--- config.mk ---
export PLATFORM = sky130hd
export DESIGN_NAME = sgmii_bringup_seq
export DESIGN_NICKNAME = d
export VERILOG_FILES = /design/src/rtl/sgb_pkg.sv /design/src/rtl/sgb_mode_table.sv /design/src/rtl/sgb_pace.sv /design/src/rtl/sgmii_bringup_seq.sv
export SDC_FILE = /design/constraint.sdc
export NUM_CORES = 1
export LEC_CHECK = 0
export ABC_AREA = 1
export ABC_CLOCK_PERIOD_IN_PS = 1610
export BUFFER_PORTS_ARGS = -buffer_cell sky130_fd_sc_hd__buf_2
export CAP_MARGIN = 40
export CORE_AREA = 2 2 129 131
export CTS_BUF_LIST = sky130_fd_sc_hd__clkbuf_8
export DETAILED_ROUTE_END_ITERATION = 8
export DIE_AREA = 0 0 131 133
export GPL_ROUTABILITY_DRIVEN = 0
export PLACE_DENSITY = 0.44
export RECOVER_POWER = 25
export SLEW_MARGIN = 20
export SYNTH_ARGS = -nofsm -noshare
export SYNTH_HDL_FRONTEND = slang
export SYNTH_SLANG_ARGS = --single-unit
export TNS_END_PERCENT = 100
--- constraint.sdc ---
create_clock -name clk -period 1.61 [get_ports clk]
set_input_delay 0.322 -clock clk [delete_from_list [all_inputs] [get_ports clk]]
set_output_delay 0.322 -clock clk [all_outputs]
set_load 0.01 [all_outputs]
--- src/rtl/sgb_pkg.sv ---
package sgb_pkg;

    localparam int MODE_W = 3;

    // register offsets inside one port
    localparam logic [7:0] OFS_SRST = 8'h04;
    localparam logic [7:0] OFS_CTRL = 8'h10;
    localparam logic [7:0] OFS_STAT = 8'h14;
    localparam logic [7:0] OFS_ADV  = 8'h18;

    // bit positions decoded by the sequencer
    localparam int SRST_GO_BIT   = 0;
    localparam int STAT_LINK_BIT = 0;
    localparam int STAT_AN_BIT   = 2;
    localparam int STAT_LOCK_BIT = 4;
    localparam int CTRL_AN_BIT   = 0;

    typedef enum logic [MODE_W-1:0] {
        MD_MAC_MAC_NEG  = 3'd0,
        MD_MAC_PHY      = 3'd1,
        MD_MAC_PHY_NOMG = 3'd2,
        MD_MAC_MAC_FIX  = 3'd3,
        MD_FIBER        = 3'd4
    } link_mode_e;

    typedef struct packed {
        logic        valid;
        logic [15:0] adv;
        logic [15:0] ctl;
    } mode_cfg_t;

    typedef enum logic [3:0] {
        ST_IDLE,
        ST_SR_READ,
        ST_SR_SET,
        ST_SR_POLL,
        ST_CTL_ZERO,
        ST_LOCK_WAIT,
        ST_LOCK_READ,
        ST_ADV_WRITE,
        ST_CTL_WRITE,
        ST_LINK_WAIT,
        ST_LINK_READ,
        ST_FINISH
    } seq_state_e;

endpackage

--- src/rtl/sgb_mode_table.sv ---
module sgb_mode_table
    import sgb_pkg::*;
(
    input  logic [MODE_W-1:0] mode,
    output mode_cfg_t         cfg
);

    always_comb begin
        cfg = '0;
        case (mode)
            MD_MAC_MAC_NEG: cfg = '{valid: 1'b1, adv: 16'h9801, ctl: 16'h0021};
            MD_MAC_PHY,
            MD_MAC_PHY_NOMG: cfg = '{valid: 1'b1, adv: 16'h0001, ctl: 16'h0001};
            MD_MAC_MAC_FIX: cfg = '{valid: 1'b1, adv: 16'h9801, ctl: 16'h0020};
            MD_FIBER:       cfg = '{valid: 1'b1, adv: 16'h0020, ctl: 16'h0001};
            default:        cfg = '0;
        endcase
    end

endmodule

--- src/rtl/sgb_pace.sv ---
module sgb_pace #(
    parameter int WAIT_W   = 16,
    parameter int POLL_MAX = 1000
) (
    input  logic              clk,
    input  logic              rst,
    input  logic              wait_load,
    input  logic [WAIT_W-1:0] wait_val,
    input  logic              wait_dec,
    output logic              wait_zero,
    input  logic              try_clr,
    input  logic              try_inc,
    output logic              try_last
);

    localparam int TRY_W = $clog2(POLL_MAX + 1);
    localparam logic [TRY_W-1:0] TRY_LAST = TRY_W'(POLL_MAX - 1);

    logic [WAIT_W-1:0] wait_cnt;
    logic [TRY_W-1:0]  try_cnt;

    always_ff @(posedge clk) begin
        if (rst) begin
            wait_cnt <= '0;
        end else if (wait_load) begin
            wait_cnt <= wait_val;
        end else if (wait_dec && wait_cnt != '0) begin
            wait_cnt <= wait_cnt - 1'b1;
        end
    end

    always_ff @(posedge clk) begin
        if (rst) begin
            try_cnt <= '0;
        end else if (try_clr) begin
            try_cnt <= '0;
        end else if (try_inc && try_cnt != TRY_LAST) begin
            try_cnt <= try_cnt + 1'b1;
        end
    end

    assign wait_zero = (wait_cnt == '0);
    assign try_last  = (try_cnt == TRY_LAST);

    // attempt count never passes the budget
    p_try_bound_r6: assert property (@(posedge clk) disable iff (rst)
        try_cnt <= TRY_LAST);

    // a fresh load reaches the counter exactly (R8 spacing)
    p_wait_load_r8: assert property (@(posedge clk) disable iff (rst)
        wait_load |=> wait_cnt == $past(wait_val));

endmodule

--- src/rtl/sgmii_bringup_seq.sv ---
module sgmii_bringup_seq
    import sgb_pkg::*;
#(
    parameter int ADDR_W   = 8,
    parameter int DATA_W   = 32,
    parameter int WAIT_W   = 16,
    parameter int POLL_MAX = 1000
) (
    input  logic              clk,
    input  logic              rst,
    input  logic              start,
    input  logic [MODE_W-1:0] mode,
    input  logic [WAIT_W-1:0] lock_gap,
    input  logic [WAIT_W-1:0] link_gap,
    output logic              bus_req,
    output logic              bus_we,
    output logic [ADDR_W-1:0] bus_addr,
    output logic [DATA_W-1:0] bus_wdata,
    input  logic              bus_ack,
    input  logic [DATA_W-1:0] bus_rdata,
    output logic              busy,
    output logic              done,
    output logic              err_mode,
    output logic              pll_nolock,
    output logic              link_tmo
);

    localparam logic [ADDR_W-1:0] A_SRST = ADDR_W'(OFS_SRST);
    localparam logic [ADDR_W-1:0] A_CTRL = ADDR_W'(OFS_CTRL);
    localparam logic [ADDR_W-1:0] A_STAT = ADDR_W'(OFS_STAT);
    localparam logic [ADDR_W-1:0] A_ADV  = ADDR_W'(OFS_ADV);
    localparam logic [DATA_W-1:0] SRST_GO = DATA_W'(1) << SRST_GO_BIT;

    seq_state_e        st_q, st_d;
    mode_cfg_t         tbl_cfg, cfg_q;
    logic [DATA_W-1:0] srst_q;
    logic              accept;
    logic              lock_seen, link_ok;
    logic              wait_load, wait_dec, wait_zero;
    logic              try_clr, try_inc, try_last;
    logic [WAIT_W-1:0] wait_val;

    sgb_mode_table u_table (
        .mode (mode),
        .cfg  (tbl_cfg)
    );

    sgb_pace #(
        .WAIT_W   (WAIT_W),
        .POLL_MAX (POLL_MAX)
    ) u_pace (
        .clk       (clk),
        .rst       (rst),
        .wait_load (wait_load),
        .wait_val  (wait_val),
        .wait_dec  (wait_dec),
        .wait_zero (wait_zero),
        .try_clr   (try_clr),
        .try_inc   (try_inc),
        .try_last  (try_last)
    );

    assign accept    = (st_q == ST_IDLE) && start;
    assign lock_seen = bus_rdata[STAT_LOCK_BIT];
    assign link_ok   = bus_rdata[STAT_LINK_BIT] &&
                       (!cfg_q.ctl[CTRL_AN_BIT] || bus_rdata[STAT_AN_BIT]);
    assign wait_val  = (st_q == ST_CTL_ZERO || st_q == ST_LOCK_READ) ? lock_gap : link_gap;

    // next-state and pacing controls
    always_comb begin
        st_d      = st_q;
        wait_load = 1'b0;
        wait_dec  = 1'b0;
        try_clr   = 1'b0;
        try_inc   = 1'b0;
        unique case (st_q)
            ST_IDLE: begin
                if (start) st_d = tbl_cfg.valid ? ST_SR_READ : ST_FINISH;
            end
            ST_SR_READ: begin
                if (bus_ack) st_d = ST_SR_SET;
            end
            ST_SR_SET: begin
                if (bus_ack) st_d = ST_SR_POLL;
            end
            ST_SR_POLL: begin
                if (bus_ack && !bus_rdata[SRST_GO_BIT]) st_d = ST_CTL_ZERO;
            end
            ST_CTL_ZERO: begin
                if (bus_ack) begin
                    st_d      = ST_LOCK_WAIT;
                    wait_load = 1'b1;
                    try_clr   = 1'b1;
                end
            end
            ST_LOCK_WAIT: begin
                if (wait_zero) st_d = ST_LOCK_READ;
                else           wait_dec = 1'b1;
            end
            ST_LOCK_READ: begin
                if (bus_ack) begin
                    if (lock_seen || try_last) begin
                        st_d = ST_ADV_WRITE;
                    end else begin
                        st_d      = ST_LOCK_WAIT;
                        wait_load = 1'b1;
                        try_inc   = 1'b1;
                    end
                end
            end
            ST_ADV_WRITE: begin
                if (bus_ack) st_d = ST_CTL_WRITE;
            end
            ST_CTL_WRITE: begin
                if (bus_ack) begin
                    st_d      = ST_LINK_WAIT;
                    wait_load = 1'b1;
                    try_clr   = 1'b1;
                end
            end
            ST_LINK_WAIT: begin
                if (wait_zero) st_d = ST_LINK_READ;
                else           wait_dec = 1'b1;
            end
            ST_LINK_READ: begin
                if (bus_ack) begin
                    if (link_ok || try_last) begin
                        st_d = ST_FINISH;
                    end else begin
                        st_d      = ST_LINK_WAIT;
                        wait_load = 1'b1;
                        try_inc   = 1'b1;
                    end
                end
            end
            ST_FINISH: st_d = ST_IDLE;
            default:   st_d = ST_IDLE;
        endcase
    end

    // state register
    always_ff @(posedge clk) begin
        if (rst) st_q <= ST_IDLE;
        else     st_q <= st_d;
    end

    // latched mode, captured soft-reset word and flags
    always_ff @(posedge clk) begin
        if (rst) begin
            cfg_q      <= '0;
            srst_q     <= '0;
            err_mode   <= 1'b0;
            pll_nolock <= 1'b0;
            link_tmo   <= 1'b0;
        end else if (accept) begin
            cfg_q      <= tbl_cfg;
            err_mode   <= !tbl_cfg.valid;
            pll_nolock <= 1'b0;
            link_tmo   <= 1'b0;
        end else begin
            if (st_q == ST_SR_READ && bus_ack) srst_q <= bus_rdata;
            if (st_q == ST_LOCK_READ && bus_ack && !lock_seen && try_last) pll_nolock <= 1'b1;
            if (st_q == ST_LINK_READ && bus_ack && !link_ok && try_last)   link_tmo   <= 1'b1;
        end
    end

    // bus and handshake outputs
    always_comb begin
        bus_req   = 1'b0;
        bus_we    = 1'b0;
        bus_addr  = '0;
        bus_wdata = '0;
        busy      = (st_q != ST_IDLE) && (st_q != ST_FINISH);
        done      = (st_q == ST_FINISH);
        unique case (st_q)
            ST_SR_READ, ST_SR_POLL: begin
                bus_req  = 1'b1;
                bus_addr = A_SRST;
            end
            ST_SR_SET: begin
                bus_req   = 1'b1;
                bus_we    = 1'b1;
                bus_addr  = A_SRST;
                bus_wdata = srst_q | SRST_GO;
            end
            ST_CTL_ZERO: begin
                bus_req  = 1'b1;
                bus_we   = 1'b1;
                bus_addr = A_CTRL;
            end
            ST_LOCK_READ, ST_LINK_READ: begin
                bus_req  = 1'b1;
                bus_addr = A_STAT;
            end
            ST_ADV_WRITE: begin
                bus_req   = 1'b1;
                bus_we    = 1'b1;
                bus_addr  = A_ADV;
                bus_wdata = DATA_W'(cfg_q.adv);
            end
            ST_CTL_WRITE: begin
                bus_req   = 1'b1;
                bus_we    = 1'b1;
                bus_addr  = A_CTRL;
                bus_wdata = DATA_W'(cfg_q.ctl);
            end
            default: ;
        endcase
    end

    // an unacknowledged request stays put
    p_req_hold_r11: assert property (@(posedge clk) disable iff (rst)
        bus_req && !bus_ack |=> bus_req && $stable(bus_addr) && $stable(bus_we) && $stable(bus_wdata));

    // no traffic outside a sequence
    p_quiet_idle_r9: assert property (@(posedge clk) disable iff (rst)
        !busy |-> !bus_req);

    // completion is a single pulse
    p_done_pulse_r9: assert property (@(posedge clk) disable iff (rst)
        done |=> !done);

    // illegal mode finishes immediately with error and no traffic
    p_bad_mode_r4: assert property (@(posedge clk) disable iff (rst)
        (st_q == ST_IDLE && start && !tbl_cfg.valid) |=> done && err_mode && !bus_req);

    // a start while busy cannot alter the error flag
    p_busy_start_r10: assert property (@(posedge clk) disable iff (rst)
        busy |=> $stable(err_mode));

    // the advertise write is always followed by a control write
    p_adv_then_ctl_r7: assert property (@(posedge clk) disable iff (rst)
        bus_req && bus_we && bus_addr == A_ADV && bus_ack |=> bus_req && bus_we && bus_addr == A_CTRL);

endmodule

==> results by group <==
Status
  • Status: finished, violations left
  • Failing checks: setup timing

Setup path
  • End of the worst register-to-register path: st_q[1]
  • Worst-path fanout max: 13
  • Arr. time, crit path: 1500 ps
  • Critical R2R Launch: st_q[2]
  • Critical path startpoint category: register
  • R2R Setup Slk: -160 ps
  • CP required: 1290 ps
  • Reg2Reg Depth: 12
  • Crit end category: primary output
  • WS Path Type: register to primary output

Finish
  • Register Area: approximately 0.0014 mm^2
  • Multi-input gate area: between 0.002 and 0.0025 mm^2
  • Number of nets in the layout: 846
  • Post-Route Utilization: 35.04%
  • Share of post-route cells with drive strength above 1: 35.57%
  • Synthesis-to-finish area growth: 44.74%
  • Cell Count, Final, Fillers Out: between 900 and 1,000
  • Most frequent cells in the layout: 116 x nand2_1, 103 x buf_2, 93 x nor2_1, 66 x inv_1, 62 x dfxtp_1
  • Most common cell after layout, fill and taps aside: nand2_1
  • Fillers: roughly 1,700
  • Number of diodes: 0

Detailed routing
  • WL per Instance: 12.88 um
  • DRC: 0
  • Final ANT Viol Nets: 0
  • Via density: 4.351
  • Iter 0 DRT Violations: between 150 and 200
  • TritonRoute pass-1 iters: 5
  • Final WL: 12.83 mm
  • Total number of vias: 4,334

Power and ir drop
  • Seq pwr share: 24.8%
  • Peak VDD IR: 0.5229 mV
  • Power Total: 9.662 mW
  • Switching share of power: between 40% and 50%
  • Clk pwr share: 15.9%
  • P_int: 5.355 mW
  • P_sw: 4.307 mW
  • Cell Pwr Density: 1705 mW/mm^2
  • Gate power share: about three fifths
  • P_leak: between 2 and 3 nW

Floorplanning
  • CORE AREA: about 0.016 mm^2
  • Initial Util: 24.21%
  • Die Wd: 131 um
  • I/O pin count: 118
  • Die area: 0.01742 mm^2
  • Die height: 133 um
  • Row cnt: 47

Place
  • # placed instances: 964
  • DP HPWL: 9.159 mm
  • Port Buf Inserts: approximately 110

Timing
  • Setup violations, final: 54
  • Hold Violations, Final: 0
  • Final min period: between 1500 and 2000 ps
  • Tcrit/Tclk final: 113.3%
  • Max Slew Vio Count: 0
  • TNS Setup: -7327 ps
  • Setup ws final: -214.5 ps
  • Layout Skew: about 7.5 ps
  • Fmax: 548.1 MHz
  • RSZ-0062 raised after global routing: true

Yosys
  • Number of flops mapped to enable cells by yosys: 0
  • Syn Std Cell Area: 0.003915 mm^2
  • Synth warnings: 0
  • Avg Inst Size Synth: approximately 6.4 um^2
  • Async set-reset flop share out of synthesis: 0%
  • Yosys reg bits: 68
  • Synth unique cells: between 40 and 50
  • Ys flop type: dfxtp_1
  • Sequential fraction of the synthesis area: 34.77%
  • Mapped Cells: 610

CTS
  • Clock Pin Slew Worst Setup and Hold Paths: 80 ps
  • Num CTS Buffers: 9
  • CTS root buffer: clkbuf_8
  • Worst skew pair latency: 360 ps
  • H-tree levels: 3
  • Hold_buf cts: 0
  • CTS Buffer Depth: 2
  • CTS tree: yes
  • Clock Sink Count: 68

Global route
  • Vias in the first global route: 4,096
  • Pin count of the biggest net entering global routing: 60
  • GRT Resource Usage Total: 14.21%
  • First-pass GRT wire length: a little under 20 mm
  • Grt ovf: 0
  • Initial antenna violation count: 1

Min path
  • HP Start: bus_rdata[12]
  • Worst Hold Class: primary input to register
  • Worst hold path stage count: 3
  • WHS Endpoint: srst_q[12]

Job
  • Maxcap violations: 0
[critical path, stage by stage, from the launching register on]
cell and delay [ps]:
dfxtp_4 370, inv_4 70, nand2_4 60, nor2_4 150, inv_4 80, clkbuf_16 180, nor2_1 90, buf_2 140
[repair_timing]
item / in CTS / in global routing
pin swaps: 4 / 16
buffers inserted: 7 / 5
gates cloned: 0 / 5
setup endpoints to repair: 51 / 81
resized for setup: 46 / 66
[sequential cells by signal (all words and copies together) (netlist names)]
signal	flops
srst_q	31
u_pace.wait_cnt	16
u_pace.try_cnt	10
cfg_q	4
st_q	4
err_mode	1
link_tmo	1
pll_nolock	1
[synth_stat cells (2+ instances only)]
| cell type | count | share of area, % |
|---|---|---|
| a21oi_1 | 45 | 5.8 |
| buf_2 | 4 | 0.51 |
| buf_4 | 6 | 1.2 |
| buf_6 | 3 | 0.86 |
| clkbuf_1 | 12 | 1.2 |
| dfxtp_1 | 68 | 35 |
| ha_1 | 3 | 0.96 |
| inv_1 | 73 | 7.0 |
| inv_2 | 4 | 0.38 |
| mux2_2 | 5 | 1.4 |
| nand2_1 | 133 | 13 |
| nand2_2 | 6 | 0.96 |
| nand2_4 | 2 | 0.58 |
| nand3_1 | 30 | 3.8 |
| nand3_2 | 2 | 0.51 |
| nand3b_1 | 4 | 0.77 |
| nand4_1 | 3 | 0.48 |
| nor2_1 | 110 | 11 |
| nor2_2 | 2 | 0.32 |
| nor3_1 | 6 | 0.77 |
| nor3b_2 | 2 | 0.64 |
| o21ai_0 | 52 | 6.6 |
| o21ai_1 | 5 | 0.64 |
| o21ai_2 | 2 | 0.45 |
| o21bai_1 | 2 | 0.38 |
| o221ai_1 | 2 | 0.45 |
| o22ai_1 | 2 | 0.32 |
| o32ai_1 | 2 | 0.45 |
| or2_2 | 2 | 0.32 |
| xnor2_1 | 4 | 0.89 |
| xor2_1 | 2 | 0.45 |
[how the worst max path moves through the flow]
stage | start | end
after floorplan | st_q[0] | bus_wdata[18]
after global placement | st_q[0] | bus_wdata[29]
after detailed placement | st_q[2] | st_q[0]
after CTS | st_q[2] | bus_wdata[0]
after global routing | st_q[3] | bus_wdata[2]
final | st_q[0] | bus_wdata[26]
[per-stage QoR]
stage                     setup slack (ps)  hold slack [ps]  instance area (um^2)
after CTS                           -215.1            194.1                  5363
after floorplan                      10.07            391.1                  3933
after detailed placement            -23.63            442.6                  4994
final                               -214.5            200.6                  5667
after global routing                -282.3            208.9                  5667
after global placement               23.23            436.5                  4994
[layer usage]
metal  wire length [um]  part of all wire [%]  global-route usage [%]
met1               5861                    46                   18.03
met2               5878                    46                   22.97
met3                814                   6.3                   3.599
met4                273                   2.1                   5.496
met5                  0                     0                       0
[cell type report]
cell class	count	share of cell area (%)
multi-input cells	445	41.64
inverters	78	5.697
flip-flops and latches	68	24.33
repair buffers	170	19.85
clock buffers	9	2.186
clock inverters	6	1.435
well taps	220	4.858
[power groups by stage]
stage / registers (mW) / clock network (mW) / logic (mW)
after detailed placement: 2.35 / 0 / 4.96
after global placement: 2.35 / 0 / 4.92
final: 2.40 / 1.54 / 5.73
after floorplan: 2.33 / 0 / 3.30
after global routing: 2.44 / 1.66 / 6.42
after CTS: 2.37 / 1.59 / 5.27
[logic make-up (layout without fill, tap and decap cells)]
group | count (synthesis) | after routing | share of synthesized area, %
flops | 68 | 68 | 34.77
other cells | 1 | 5 | 0.09579
simple gates | 306 | 310 | 33.84
compound gates | 116 | 116 | 15.85
mux | 5 | 5 | 1.438
buf+inv | 105 | 263 | 11.70
xor+xnor | 6 | 6 | 1.342
fa+ha+maj | 3 | 3 | 0.9589
Power figures use the tool's default switching activity.
